File: src/rtl/pmc_pkg.sv
package pmc_pkg;
  typedef enum logic [1:0] {
    MODE_HIGH = 2'd0,
    MODE_MED  = 2'd1,
    MODE_SUB  = 2'd2
  } pmc_mode_e;

  typedef enum logic [1:0] {
    ST_RUN    = 2'd0,
    ST_SETTLE = 2'd1,
    ST_HALT   = 2'd2
  } pmc_state_e;
endpackage

File: src/rtl/pmc_req_decode.sv
module pmc_req_decode (
  input  logic in_sub,
  input  logic in_div,
  input  logic sleep_req,
  input  logic stby_sel,
  input  logic lowspd_sel,
  input  logic dt_en,
  input  logic psc_sel,
  output logic go_down,
  output logic go_up,
  output logic go_halt
);
  logic common_ok;

  // Shared terms of both direct switches; the low-speed bit picks the direction.
  assign common_ok = stby_sel && dt_en && psc_sel;

  always_comb begin
    go_down = sleep_req && common_ok && lowspd_sel && !in_sub && !in_div;
    go_up   = sleep_req && common_ok && !lowspd_sel && in_sub;
    go_halt = sleep_req && !go_down && !go_up;
  end
endmodule

File: src/rtl/pmc_settle_timer.sv
module pmc_settle_timer #(
  parameter int SEL_W     = 3,
  parameter int BASE_LOG2 = 3,
  localparam int MAX_LOG2 = BASE_LOG2 + (1 << SEL_W) - 1,
  localparam int CNT_W    = MAX_LOG2 + 1
) (
  input  logic             clk,
  input  logic             rst,
  input  logic             load,
  input  logic [SEL_W-1:0] sel,
  output logic             busy,
  output logic             expire
);
  logic [CNT_W-1:0] cnt;

  // Wait length is a power of two: 2^(BASE_LOG2 + code).
  function automatic logic [CNT_W-1:0] settle_len(input logic [SEL_W-1:0] code);
    return CNT_W'(1) << (BASE_LOG2 + int'(code));
  endfunction

  assign expire = busy && (cnt == '0);

  always_ff @(posedge clk) begin
    if (rst) begin
      busy <= 1'b0;
      cnt  <= '0;
    end else if (load && !busy) begin
      busy <= 1'b1;
      cnt  <= settle_len(sel) - CNT_W'(1);
    end else if (expire) begin
      busy <= 1'b0;
    end else if (busy) begin
      cnt <= cnt - CNT_W'(1);
    end
  end
endmodule

File: src/rtl/pwr_mode_ctrl.sv
module pwr_mode_ctrl
  import pmc_pkg::*;
#(
  parameter int SEL_W     = 3,
  parameter int BASE_LOG2 = 3
) (
  input  logic             clk,
  input  logic             rst,
  input  logic             sleep_req,
  input  logic             wake,
  input  logic             stby_sel,
  input  logic             lowspd_sel,
  input  logic             dt_en,
  input  logic             psc_sel,
  input  logic [SEL_W-1:0] settle_sel,
  input  logic             div_en,
  output logic [1:0]       mode,
  output logic             cpu_halt,
  output logic             sel_sub_clk,
  output logic             sel_div_clk,
  output logic             xfer_irq
);
  pmc_state_e state;
  logic       sub_r;
  logic       irq_r;

  // Named internal events, brought out for the checker.
  logic ev_direct_down;
  logic ev_direct_up;
  logic ev_halt_enter;
  logic ev_settle_done;
  logic dec_down, dec_up, dec_halt;
  logic tmr_busy;

  pmc_req_decode u_dec (
    .in_sub     (sub_r),
    .in_div     (div_en),
    .sleep_req  (sleep_req),
    .stby_sel   (stby_sel),
    .lowspd_sel (lowspd_sel),
    .dt_en      (dt_en),
    .psc_sel    (psc_sel),
    .go_down    (dec_down),
    .go_up      (dec_up),
    .go_halt    (dec_halt)
  );

  // Requests count only while running; settling and halt ignore them.
  assign ev_direct_down = (state == ST_RUN) && dec_down;
  assign ev_direct_up   = (state == ST_RUN) && dec_up;
  assign ev_halt_enter  = (state == ST_RUN) && dec_halt;

  pmc_settle_timer #(
    .SEL_W     (SEL_W),
    .BASE_LOG2 (BASE_LOG2)
  ) u_tmr (
    .clk    (clk),
    .rst    (rst),
    .load   (ev_direct_up),
    .sel    (settle_sel),
    .busy   (tmr_busy),
    .expire (ev_settle_done)
  );

  always_ff @(posedge clk) begin
    if (rst) begin
      state <= ST_RUN;
      sub_r <= 1'b0;
      irq_r <= 1'b0;
    end else begin
      irq_r <= 1'b0;
      unique case (state)
        ST_RUN: begin
          if (ev_direct_down) begin
            sub_r <= 1'b1;
            irq_r <= 1'b1;
          end else if (ev_direct_up) begin
            state <= ST_SETTLE;
          end else if (ev_halt_enter) begin
            state <= ST_HALT;
          end
        end
        ST_SETTLE: begin
          if (ev_settle_done) begin
            sub_r <= 1'b0;
            irq_r <= 1'b1;
            state <= ST_RUN;
          end
        end
        ST_HALT: begin
          if (wake) state <= ST_RUN;
        end
        default: state <= ST_RUN;
      endcase
    end
  end

  always_comb begin
    if (sub_r)       mode = MODE_SUB;
    else if (div_en) mode = MODE_MED;
    else             mode = MODE_HIGH;
  end

  assign cpu_halt    = (state == ST_HALT);
  assign sel_sub_clk = sub_r;
  assign sel_div_clk = !sub_r && div_en;
  assign xfer_irq    = irq_r;
endmodule

File: config.mk
export PLATFORM = sky130hd
export DESIGN_NAME = pwr_mode_ctrl
export DESIGN_NICKNAME = d
export VERILOG_FILES = /design/src/rtl/pmc_pkg.sv /design/src/rtl/pmc_req_decode.sv /design/src/rtl/pmc_settle_timer.sv /design/src/rtl/pwr_mode_ctrl.sv
export SDC_FILE = /design/constraint.sdc
export NUM_CORES = 1
export LEC_CHECK = 0
export ABC_AREA = 1
export BUFFER_PORTS_ARGS = -buffer_cell sky130_fd_sc_hd__clkbuf_2
export CAP_MARGIN = 0
export CORE_MARGIN = 4
export CORE_UTILIZATION = 50
export CTS_CLUSTER_SIZE = 10
export DETAILED_ROUTE_END_ITERATION = 7
export PLACE_DENSITY = 0.79
export SLEW_MARGIN = 20
export SYNTH_ARGS = -nofsm -noshare
export SYNTH_HDL_FRONTEND = slang
export SYNTH_SLANG_ARGS = --single-unit
export TNS_END_PERCENT = 100
File: constraint.sdc
create_clock -name clk -period 2.2 [get_ports clk]
set_input_delay 0.66 -clock clk [delete_from_list [all_inputs] [get_ports clk]]
set_output_delay 0.66 -clock clk [all_outputs]
set_load 0.01 [all_outputs]
Word-level counts from Yosys, hierarchy flattened
Cells that the tools add are included.
- flip-flop bits (word level): 16
- latch bits: 0
- memory bits (writable): 0
- ROM bits: 0
- bits of input ports: 12
- output and inout port bits: 6
- memories kept: 0
- add/sub/neg operators: 3
- multiply operators: 0
- div/mod/pow operators: 0
- order comparisons: 0
- eq/ne operators: 8
- shifts and indexed selects: 1
- multiplexer cells: 18
- bitwise logic cells: 0
- reductions and logical operators: 30
- operator list (operator ; number):
    $mux W11 ; 3
    $shl A1 B32 Y11 const A ; 1
    $sub A11 B1 Y11 const B ; 2
    $logic_and A1 B1 Y1 ; 16
    $mux W2 ; 6
    $logic_not A11 Y1 ; 1
    $ne A2 B2 Y1 const B ; 4
    $logic_not A1 Y1 ; 6
    $mux W1 ; 6
    $pmux W2 S3 ; 1
    $reduce_bool A2 Y1 ; 3
    $add A2 B3 Y4 const A ; 1
    $pmux W1 S2 ; 2
    $reduce_and A4 Y1 ; 1
    $ne A3 B2 Y1 const B ; 1
    $reduce_and A3 Y1 ; 1
    $eq A2 B1 Y1 const B ; 1
    $eq A2 B2 Y1 const B ; 1
    $logic_not A2 Y1 ; 1
    $ne A2 B1 Y1 const B ; 1
    $reduce_and A2 Y1 ; 1

Depth between registers and ports, before layout
Gate-level depths: netlist of run 1.
- word-level depth: 14
- depth in mapped cells: 15
- depth with buffers taken out: 14

Modules after synthesis
From an unflattened synthesis of run 1, not the netlist that was laid out.
- cells, all modules: 198
- area, all modules: 1222.4 um^2
- by module, submodules not included (module ; times used ; cells an instance ; area each (um^2) ; seq. area each (um^2)):
    pmc_settle_timer ; 1 ; 152 ; 948.4 ; 240.2
    pwr_mode_ctrl ; 1 ; 31 ; 207.7 ; 80.1
    pmc_req_decode ; 1 ; 15 ; 66.3 ; 0.0

Worst setup path before layout of run 1
No wires, ideal clock.
- kind: input-to-reg
- start point: input port stby_sel
- end point: register u_tmr.cnt[10]
- library setup time: 0.109 ns
- arrival: 1.907 ns
- data required time: 2.091 ns
- setup slack: 0.185 ns
- cell stages on the path: 15
- path through: nand2_1 -> nor2_4 -> nand4_2 -> buf_6 -> nand2_1 -> ha_1 -> inv_1 -> a21oi_1 -> nand2_1 -> nor2_1 -> nand2_1 -> nand2_1 -> nand3_1 -> nand2_1 -> inv_1
- word-level cells in the longest chain between the ends: 9
- elaborated cells between the ends (all ways): 11
- RTL lines (what ; RTL line ; text):
    start: declaration ; pwr_mode_ctrl.sv:11 ; input logic stby_sel,
    $logic_and A1 B1 Y1 (*) (2 in series) ; pmc_req_decode.sv:16 ; assign common_ok = stby_sel && dt_en && psc_sel;
    $logic_and A1 B1 Y1 (*) (3 in series) ; pmc_req_decode.sv:20 ; go_up = sleep_req && common_ok && !lowspd_sel && in_sub;
    $logic_and A1 B1 Y1 (*) ; pwr_mode_ctrl.sv:50 ; assign ev_direct_up = (state == ST_RUN) && dec_up;
    $logic_and A1 B1 Y1 (*) ; pmc_settle_timer.sv:27 ; end else if (load && !busy) begin
    $ne A2 B1 Y1 (no line) or $reduce_bool A2 Y1 (tied branches) ; - ;
    $reduce_and A2 Y1 (no line) ; - ;
    end signal: assignment ; pmc_settle_timer.sv:29 ; cnt <= settle_len(sel) - CNT_W'(1);
    end signal: assignment ; pmc_settle_timer.sv:33 ; cnt <= cnt - CNT_W'(1);
    end: declaration ; pmc_settle_timer.sv:14 ; logic [CNT_W-1:0] cnt;
Mark *: on every way between the ends. The rest lies on a longest branch, timed or not.
A chain may end at the register's enable or synchronous reset.

Worst setup path in the final report of run 1
- start point: input port sleep_req
- end point: register u_tmr.cnt[6]
- word-level cells in the longest chain between the ends: 7
- elaborated cells between the ends (all ways): 9
- RTL lines (what ; RTL line ; text):
    start: declaration ; pwr_mode_ctrl.sv:9 ; input logic sleep_req,
    $logic_and A1 B1 Y1 (*) (3 in series) ; pmc_req_decode.sv:20 ;
    $logic_and A1 B1 Y1 (*) ; pwr_mode_ctrl.sv:50 ;
    $logic_and A1 B1 Y1 (*) ; pmc_settle_timer.sv:27 ;
    $ne A2 B1 Y1 (no line) or $reduce_bool A2 Y1 (tied branches) ; - ;
    $reduce_and A2 Y1 (no line) ; - ;
Marked as above.

==> results.tsv, run 1 <==
stage	metric	value	unit
status	status	complete, no violations	
sta	tns	0	ps
hold_path	hold_path_class	flip-flop to flip-flop	
cts	cts_buffers	3	
worst_setup_path	arrival	2080	ps
floorplanning	die_width	56.1	um
cts	postCtsSetupRepairBufs	0	
detailed_routing	first_pass_iters	4	
floorplanning	rows	17	
cts	clk-insertion-delay-late	290	ps
global_routing	overflow	0	
power	leakagePower	0.754	nW
cts	clock_path_buffers	2	
detailed_routing	drt_iter0_markers	39	
floorplanning	ioPinCount	18	
cts	cts_tree	built	
sta	hold_viol	0	
detailed_routing	vias	1192	
sta	setup_viol	0	
yosys	synth_seq_cells	16	
place	gp_congestion	0.855	
sta	rsz0062_at_grt	no	
cts	cts_resized	0	
sta	fin_skew	4.85	ps
layout	finalNonFillerCells	227	
detailed_routing	drtAntennaViolNets	0	
yosys	synth_ff_type	dfxtp_1	
global_routing	antenna_found_initial	0	
worst_setup_path	path_max_fanout	4	
floorplanning	start_util	52.2	%
yosys	synthArstFlopShare	0	%
yosys	synth_edf_count	0	
global_routing	grt_max_degree	13	
worst_setup_path	end_kind	flip-flop	
cts	postCtsHoldBufs	0	
sta	fmaxAchievable	0.528	GHz
detailed_routing	via_per_inst	5.25	
floorplanning	coreArea	2210	um^2
yosys	syn-num-nets	195	
global_routing	grt_first_pass_wirelength	4900	um
yosys	synth_common_cells	nand2_1, inv_1, nor2_1, dfxtp_1, nand3_1	
sta	worst_pin_slew	443	ps
power	power_density	397	nW/um^2
yosys	synth_cells	182	
yosys	syn_area	1150	um^2
layout	n_antenna_cell	0	
sta	timing.final.crit_share	86.2	%
worst_setup_path	cp-start-kind	primary input	
global_routing	grt_use_total	19.2	%
cts	cts.htree.levels	1	
detailed_routing	wl	2750	um
yosys	yosys.area.top_type_share	27.7	%
worst_setup_path	path_class	primary input to flip-flop	
global_routing	grt_pass1_vias	1190	
yosys	ys_types	27	
sta	slew_violations	0	
sta	min_period	1900	ps
floorplanning	die-area	3140	um^2
yosys	synth.avg_cell_area	6.35	um^2
place	numPlacedInstances	224	
yosys	yosys_warnings	0	
place	dp_hpwl	2270	um
worst_setup_path	crit_required	2380	ps
layout	syn2layout_area_growth	8.88	%
place	port_buffers	17	
power	ir_worst_vdd	0.000373	V
yosys	yosysSeqAreaShare	27.7	%
job	maxCapViolCount	0	
cts	cts_root_buffer	clkbuf_4	
detailed_routing	drcViolationCount	0	
yosys	synth_area_leaders	dfxtp_1, nand2_1, inv_1	
yosys	synth.most_common_cell	nand2_1	
yosys	yosysTopAreaCell	dfxtp_1	
detailed_routing	wl_per_cell	12.1	um
layout	final_area	1260	um^2
place	placed_cell_area	1230	um^2
sta	slew_headroom	70.2	%
cts	cts.sinks	16	
cts	cts.reportedPaths.clkPinSlew	90	ps
floorplanning	fp.dieH	56.1	um
layout	drive_gt1_share	20.1	%
sta	fin_hold_ws	520	ps
layout	layout.nets	214	
state kept, by name, indices dropped and copies added, names as in the netlist:
signal	count
sel_sub_clk	1
state	2
u_tmr.busy	1
u_tmr.cnt	11
xfer_irq	1
cell usage in the layout (no fill, tap or decap), types with 4 or more instances in the layout:
cell type	n
o21ai_0	10
dfxtp_1	16
a21oi_1	11
nor2_1	19
clkbuf_2	17
inv_1	30
nand2_1	46
nor2_4	4
nand3_1	16
cell families (layout without fill, tap and decap cells):
kind of cell	after synthesis	in the layout	share of synthesized area (%)
flops	16	16	27.7
simple gates	95	95	38.1
fa+ha+maj	1	1	1.08
compound gates	32	32	17.2
buf+inv	38	55	15.8
final cells by class:
cell class              instances  area (um^2)
clock buffers                   3         22.5
inverters                      32          120
multi-input cells             128          652
repair buffers                 20          108
fillers                       230          955
flip-flops and latches         16          320
well taps                      28         35.0
report_power, final:
part / internal [W] / switching (W)
combinational: 0.0000177 / 0.0000317
sequential: 0.000291 / 0.00000151
clock: 0.0000637 / 0.0000931
total: 0.000373 / 0.000126
worst max-delay path: stages:
cell,delay (ps)
clkbuf_2,90
nand2_1,80
nor2_4,120
nand4_2,140
nand2_1,110
ha_1,180
inv_1,50
a21oi_1,110
nand2_1,110
inv_2,90
nand2_1,90
o21bai_1,160
a21oi_1,80
path summary, 6_finish.rpt:
check	slack [ps]	cells past startpoint	from	endpoint
worst max register to register	340	12	sel_sub_clk	u_tmr.cnt[6]
worst max-delay path	300	13	sleep_req	u_tmr.cnt[6]
worst min-delay path	520	2	u_tmr.cnt[3]	u_tmr.cnt[3]
worst min register to register	520	2	u_tmr.cnt[3]	u_tmr.cnt[3]
through the flow:
step / total power (W) / util [%] / setup slack [ps]
after global placement: 0.000347 / 55.8 / 108
after global routing: 0.000531 / 56.8 / 86.8
after CTS: 0.000505 / 56.8 / 321
after floorplan: 0.000330 / - / 185
final: 0.000499 / 56.8 / 304
after detailed placement: 0.000349 / 55.8 / 26.7
per-layer routing:
layer	GRT usage [%]	vias up	routed length (um)
li1	-	609	-
met1	22.6	545	1190
met2	32.9	30	1380
met3	3.48	8	128
met4	9.49	0	61
met5	0	-	0
No activity file was read; power rests on OpenSTA's default activity.
==> run 2: changes to the inputs <==
Settings changed: CORE_ASPECT_RATIO set to 0.8, GPL_TIMING_DRIVEN set to 0.
==> results.tsv, run 2 (synthesis results as in run 1) <==
stage	metric	value	unit
sta	timing.final.crit_share	90.5	%
global_routing	antenna_found_initial	0	
worst_setup_path	ff2ff_path_depth	13	
detailed_routing	wl	2550	um
cts	postCtsHoldBufs	0	
hold_path	whs_endpoint	u_tmr.cnt[3]	
global_routing	grt_use_total	18.0	%
worst_setup_path	path_buf_inv	4	
detailed_routing	first_pass_iters	4	
cts	postCtsSetupRepairBufs	0	
sta	rsz0062_at_grt	no	
detailed_routing	via_per_inst	5.18	
hold_path	hp-start	u_tmr.cnt[3]	
layout	n_antenna_cell	0	
power	p_comb_share	10.5	%
layout	fin_util	59.2	%
detailed_routing	vias	1171	
floorplanning	ioPinCount	18	
worst_setup_path	reg2reg_slack	260	ps
power	sw_frac_of_total	23.8	%
sta	slew_headroom	66.0	%
cts	cts_root_buffer	clkbuf_4	
power	p_sw	0.000117	W
job	maxCapViolCount	0	
hold_path	worstHoldPathCells	2	
place	dp_hpwl	2060	um
layout	final_area	1290	um^2
layout	syn2layout_area_growth	11.6	%
cts	cts.reportedPaths.clkPinSlew	90	ps
sta	tns	0	ps
global_routing	grt_max_degree	11	
layout	multi_input_area	652	um^2
worst_setup_path	crit_path_max_incr_delay	170	ps
worst_setup_path	timing.rr.start	sel_sub_clk	
place	port_buffers	16	
place	numPlacedInstances	223	
sta	hold_viol	0	
detailed_routing	drt_iter0_markers	61	
place	placed_cell_area	1270	um^2
global_routing	overflow	0	
worst_setup_path	slowest_stage	buf_6	
detailed_routing	drcViolationCount	0	
worst_setup_path	path_class	primary input to flip-flop	
status	status	complete, no violations	
sta	fin_ws	208	ps
sta	slew_violations	0	
power	pwr-share-clk	30.1	%
layout	reg.largest.list	u_tmr.cnt x11, state x2	
worst_setup_path	path_max_fanout	10	
layout	fillCellCount	225	
worst_setup_path	timing.rr.end	u_tmr.cnt[6]	
sta	fmaxAchievable	0.502	GHz
power	leakagePower	0.772	nW
worst_setup_path	crit_path_cell_trace	clkbuf_2, nand2_1, nor2_4, nand4_2, buf_6, nand2_1, ha_1, inv_1, a21oi_1, nand2_1, inv_2, nand2_1, o21bai_1, a21oi_1	
layout	finalNonFillerCells	226	
detailed_routing	wl_per_cell	11.3	um
power	power_density	382	nW/um^2
cts	clk-insertion-delay-late	290	ps
cts	cts_buffers	3	
power	internal-power	0.000376	W
hold_path	hold_path_class	flip-flop to flip-flop	
floorplanning	coreArea	2180	um^2
worst_setup_path	end_kind	flip-flop	
layout	largest-register	u_tmr.cnt	
cts	cts_tree	built	
layout	largest_reg_flops	11	
global_routing	grt_first_pass_wirelength	4350	um
layout	drive_gt1_share	20.9	%
layout	layout.nets	216	
sta	worst_pin_slew	506	ps
sta	min_period	1990	ps
global_routing	grt_pass1_vias	1048	
floorplanning	rows	15	
power	seq_power_share	59.4	%
worst_setup_path	arrival	2170	ps
detailed_routing	drtAntennaViolNets	0	
sta	fin_skew	5.61	ps
worst_setup_path	crit_family	simple AND/OR/NAND/NOR gates	
place	gp_congestion	0.881	
power	ir_worst_vdd	0.000465	V
cts	cts_resized	0	
sta	setup_viol	0	
worst_setup_path	cp-start-kind	primary input	
floorplanning	fp.dieH	51.0	um
layout	layout_common_cells	nand2_1, inv_1, nor2_1	
worst_setup_path	crit_path_frequent_cell	nand2_1	
worst_setup_path	crit_required	2380	ps
floorplanning	die_width	61.7	um
cts	cts.sinks	16	
cts	clock_path_buffers	2	
cts	cts.htree.levels	1	
floorplanning	start_util	53.0	%
layout	regArea	320	um^2
place	dp_slack	-74.5	ps
layout	final_common_cell	nand2_1	
floorplanning	die-area	3150	um^2
==> run 2: cell types whose count changed in the layout (fill, tap and decap cells not counted), sizes merged <==
cell  previous run  this run
buf              3         5
==> run 2: layout make-up <==
class / count / share of cell area, %
buffer: 6 / 4.85
inverter: 32 / 9.32
timing repair buffer: 16 / 6.21
multi-input combinational: 128 / 50.6
clock buffer: 3 / 1.75
tap: 25 / 2.43
sequential: 16 / 24.9
==> run 2: through the flow <==
step | hold WS [ps] | total power (W)
after floorplan | 463 | 0.000330
after global placement | 479 | 0.000349
after detailed placement | 500 | 0.000351
after CTS | 526 | 0.000500
after global routing | 558 | 0.000518
final | 518 | 0.000493
==> run 2: worst min-delay path, cell delays in order, from the launching register on <==
cell and delay (ps):
dfxtp_1 340, o211ai_1 100, inv_1 50
==> run 2: power by group through the flow <==
stage               combinational, W  sequential (W)  clock, W
floorplan                  0.0000304        0.000299         0
global placement           0.0000500        0.000299         0
detailed placement         0.0000514        0.000300         0
CTS                        0.0000516        0.000293  0.000155
global route               0.0000575        0.000293  0.000167
finish                     0.0000516        0.000293  0.000148
==> run 2: per-layer routing <==
layer	up-vias	global-route usage, %	wire [um]
li1	610	-	-
met1	519	23.8	1230
met2	35	28.9	1130
met3	7	4.80	161
met4	0	4.24	31
met5	-	0	0
==> run 2: worst max-delay path by stage <==
stage,startpoint,slack [ps],end,cells after the start
global route,stby_sel,20,u_tmr.cnt[10],16
finish,sleep_req,210,u_tmr.cnt[6],14
floorplan,stby_sel,180,u_tmr.cnt[10],15
global placement,stby_sel,-20,u_tmr.cnt[10],16
detailed placement,sleep_req,-70,u_tmr.cnt[10],16
CTS,sleep_req,230,u_tmr.cnt[6],15
==> run 3: changes to the inputs <==
Settings changed: CELL_PAD_IN_SITES_DETAIL_PLACEMENT set to 1, CELL_PAD_IN_SITES_GLOBAL_PLACEMENT set to 1, CORE_UTILIZATION 50 to 38, PLACE_DENSITY 0.79 to 0.84, SETUP_SLACK_MARGIN set to 0.2.
==> results.tsv, run 3 (synthesis results as in run 1) <==
stage	metric	value	unit
global_routing	grt_pass1_vias	1278	
floorplanning	start_util	40.8	%
sta	slew_violations	0	
worst_setup_path	path_buf_inv	2	
cts	postCtsHoldBufs	0	
worst_setup_path	arrival	2250	ps
layout	fillCellCount	378	
detailed_routing	first_pass_iters	4	
hold_path	hold_path_class	flip-flop to flip-flop	
worst_setup_path	cp-start-kind	primary input	
detailed_routing	vias	1349	
detailed_routing	drcViolationCount	0	
sta	worst_pin_slew	412	ps
cts	cts_tree	built	
layout	drive_gt1_share	30.6	%
layout	syn2layout_area_growth	31.2	%
detailed_routing	drtAntennaViolNets	0	
floorplanning	fp.dieH	57.3	um
power	fin_total_pwr	0.000580	W
cts	cts.reportedPaths.clkPinSlew	60	ps
detailed_routing	wl	4530	um
floorplanning	die-area	3990	um^2
place	dp_hpwl	2540	um
detailed_routing	via_per_inst	5.53	
sta	min_period	2100	ps
floorplanning	rows	17	
layout	regArea	320	um^2
sta	fin_skew	2.76	ps
sta	timing.final.crit_share	95.7	%
layout	multi_input_area	748	um^2
cts	cts.sinks	16	
worst_setup_path	slowest_stage	nor2_1	
power	ir_worst_vdd	0.000222	V
global_routing	grt_first_pass_wirelength	5600	um
global_routing	grt_max_degree	11	
floorplanning	ioPinCount	18	
layout	layout.nets	221	
power	power_density	383	nW/um^2
sta	fmaxAchievable	0.475	GHz
job	maxCapViolCount	0	
worst_setup_path	end_kind	flip-flop	
layout	largest-register	u_tmr.cnt	
sta	hold_viol	0	
place	gp_congestion	0.869	
detailed_routing	drt_iter0_markers	79	
cts	clk-insertion-delay-late	250	ps
cts	cts.htree.levels	1	
power	leakagePower	0.843	nW
global_routing	overflow	0	
place	placed_cell_area	1280	um^2
cts	cts_root_buffer	clkbuf_8	
floorplanning	die_width	69.6	um
worst_setup_path	crit_family	simple AND/OR/NAND/NOR gates	
place	port_buffers	16	
worst_setup_path	path_max_fanout	5	
layout	reg.largest.list	u_tmr.cnt x11, state x2	
status	status	complete, no violations	
detailed_routing	wl_per_cell	18.6	um
global_routing	grt_use_total	17.5	%
layout	fin_util	53.6	%
worst_setup_path	crit_path_cell_trace	buf_6, nand2_2, nor2_4, nand3_1, nor2_1, nand2_1, nand2_2, nand3_2, o21bai_1, nand3_1, nand2_1, inv_1	
layout	final_common_cell	nand2_1	
worst_setup_path	crit_path_max_incr_delay	280	ps
cts	cts_buffers	3	
sta	setup_viol	0	
sta	rsz0062_at_grt	no	
cts	clock_path_buffers	2	
layout	finalNonFillerCells	244	
layout	n_antenna_cell	0	
worst_setup_path	reg2reg_slack	150	ps
worst_setup_path	path_class	primary input to flip-flop	
worst_setup_path	crit_required	2350	ps
layout	final_area	1520	um^2
layout	layout_common_cells	nand2_1, inv_1, nor2_1	
floorplanning	coreArea	2830	um^2
global_routing	antenna_found_initial	0	
sta	slew_headroom	72.4	%
place	numPlacedInstances	236	
layout	largest_reg_flops	11	
## run 3: power by group
part / switching [W] / internal, W / total (W)
Clock: 0.0000991 / 0.000122 / 0.000221
Sequential: 0.00000154 / 0.000292 / 0.000293
Combinational: 0.0000399 / 0.0000258 / 0.0000657
Total: 0.000141 / 0.000439 / 0.000580
## run 3: worst reg2reg max path, cell delays in order (launching register included)
cell and delay (ps):
dfxtp_1 350, nor2_2 280, nand3_1 170, nor2_1 290, nand2_1 130, nand2_2 170, nand3_2 140, o21bai_1 210
nand3_1 100, nand2_1 80, inv_1 40
## run 3: through the flow
| stage | hold WS [ps] | setup TNS (ps) | setup WS, ps |
|---|---|---|---|
| final | 529 | 0 | 95.3 |
| after CTS | 517 | 0 | 213 |
| after floorplan | 463 | 0 | 200 |
| after detailed placement | 503 | -248 | -91.8 |
| after global routing | 563 | 0 | 68.1 |
| after global placement | 477 | -64.4 | -37.9 |
## run 3: cell type report
cell class              instances  share of cell area [%]
well taps                      38                    3.14
clock buffers                   3                    2.73
multi-input cells             128                    49.4
plain buffers                   6                    4.71
inverters                      32                    8.09
repair buffers                 21                    10.8
flip-flops and latches         16                    21.1
## run 3: metal layers
layer / global-route usage, % / vias up / share of wire (%)
met5: 0 / - / 0
met4: 5.46 / 0 / 1.7
met3: 4.93 / 12 / 6.7
met2: 29.6 / 59 / 49
met1: 21.7 / 652 / 43
li1: - / 626 / -
## run 3: what timing repair did
item,CTS,global route
pin swaps,3,14
resized for setup,3,29
gates cloned,0,1
endpoints found under the setup margin,3,8
setup buffers,2,2
## run 3: final timing paths
kind | from | end | cells past startpoint
max | stby_sel | u_tmr.cnt[7] | 12
min | u_tmr.cnt[3] | u_tmr.cnt[3] | 2
max reg2reg | state[0] | u_tmr.cnt[7] | 10
min reg2reg | u_tmr.cnt[3] | u_tmr.cnt[3] | 2
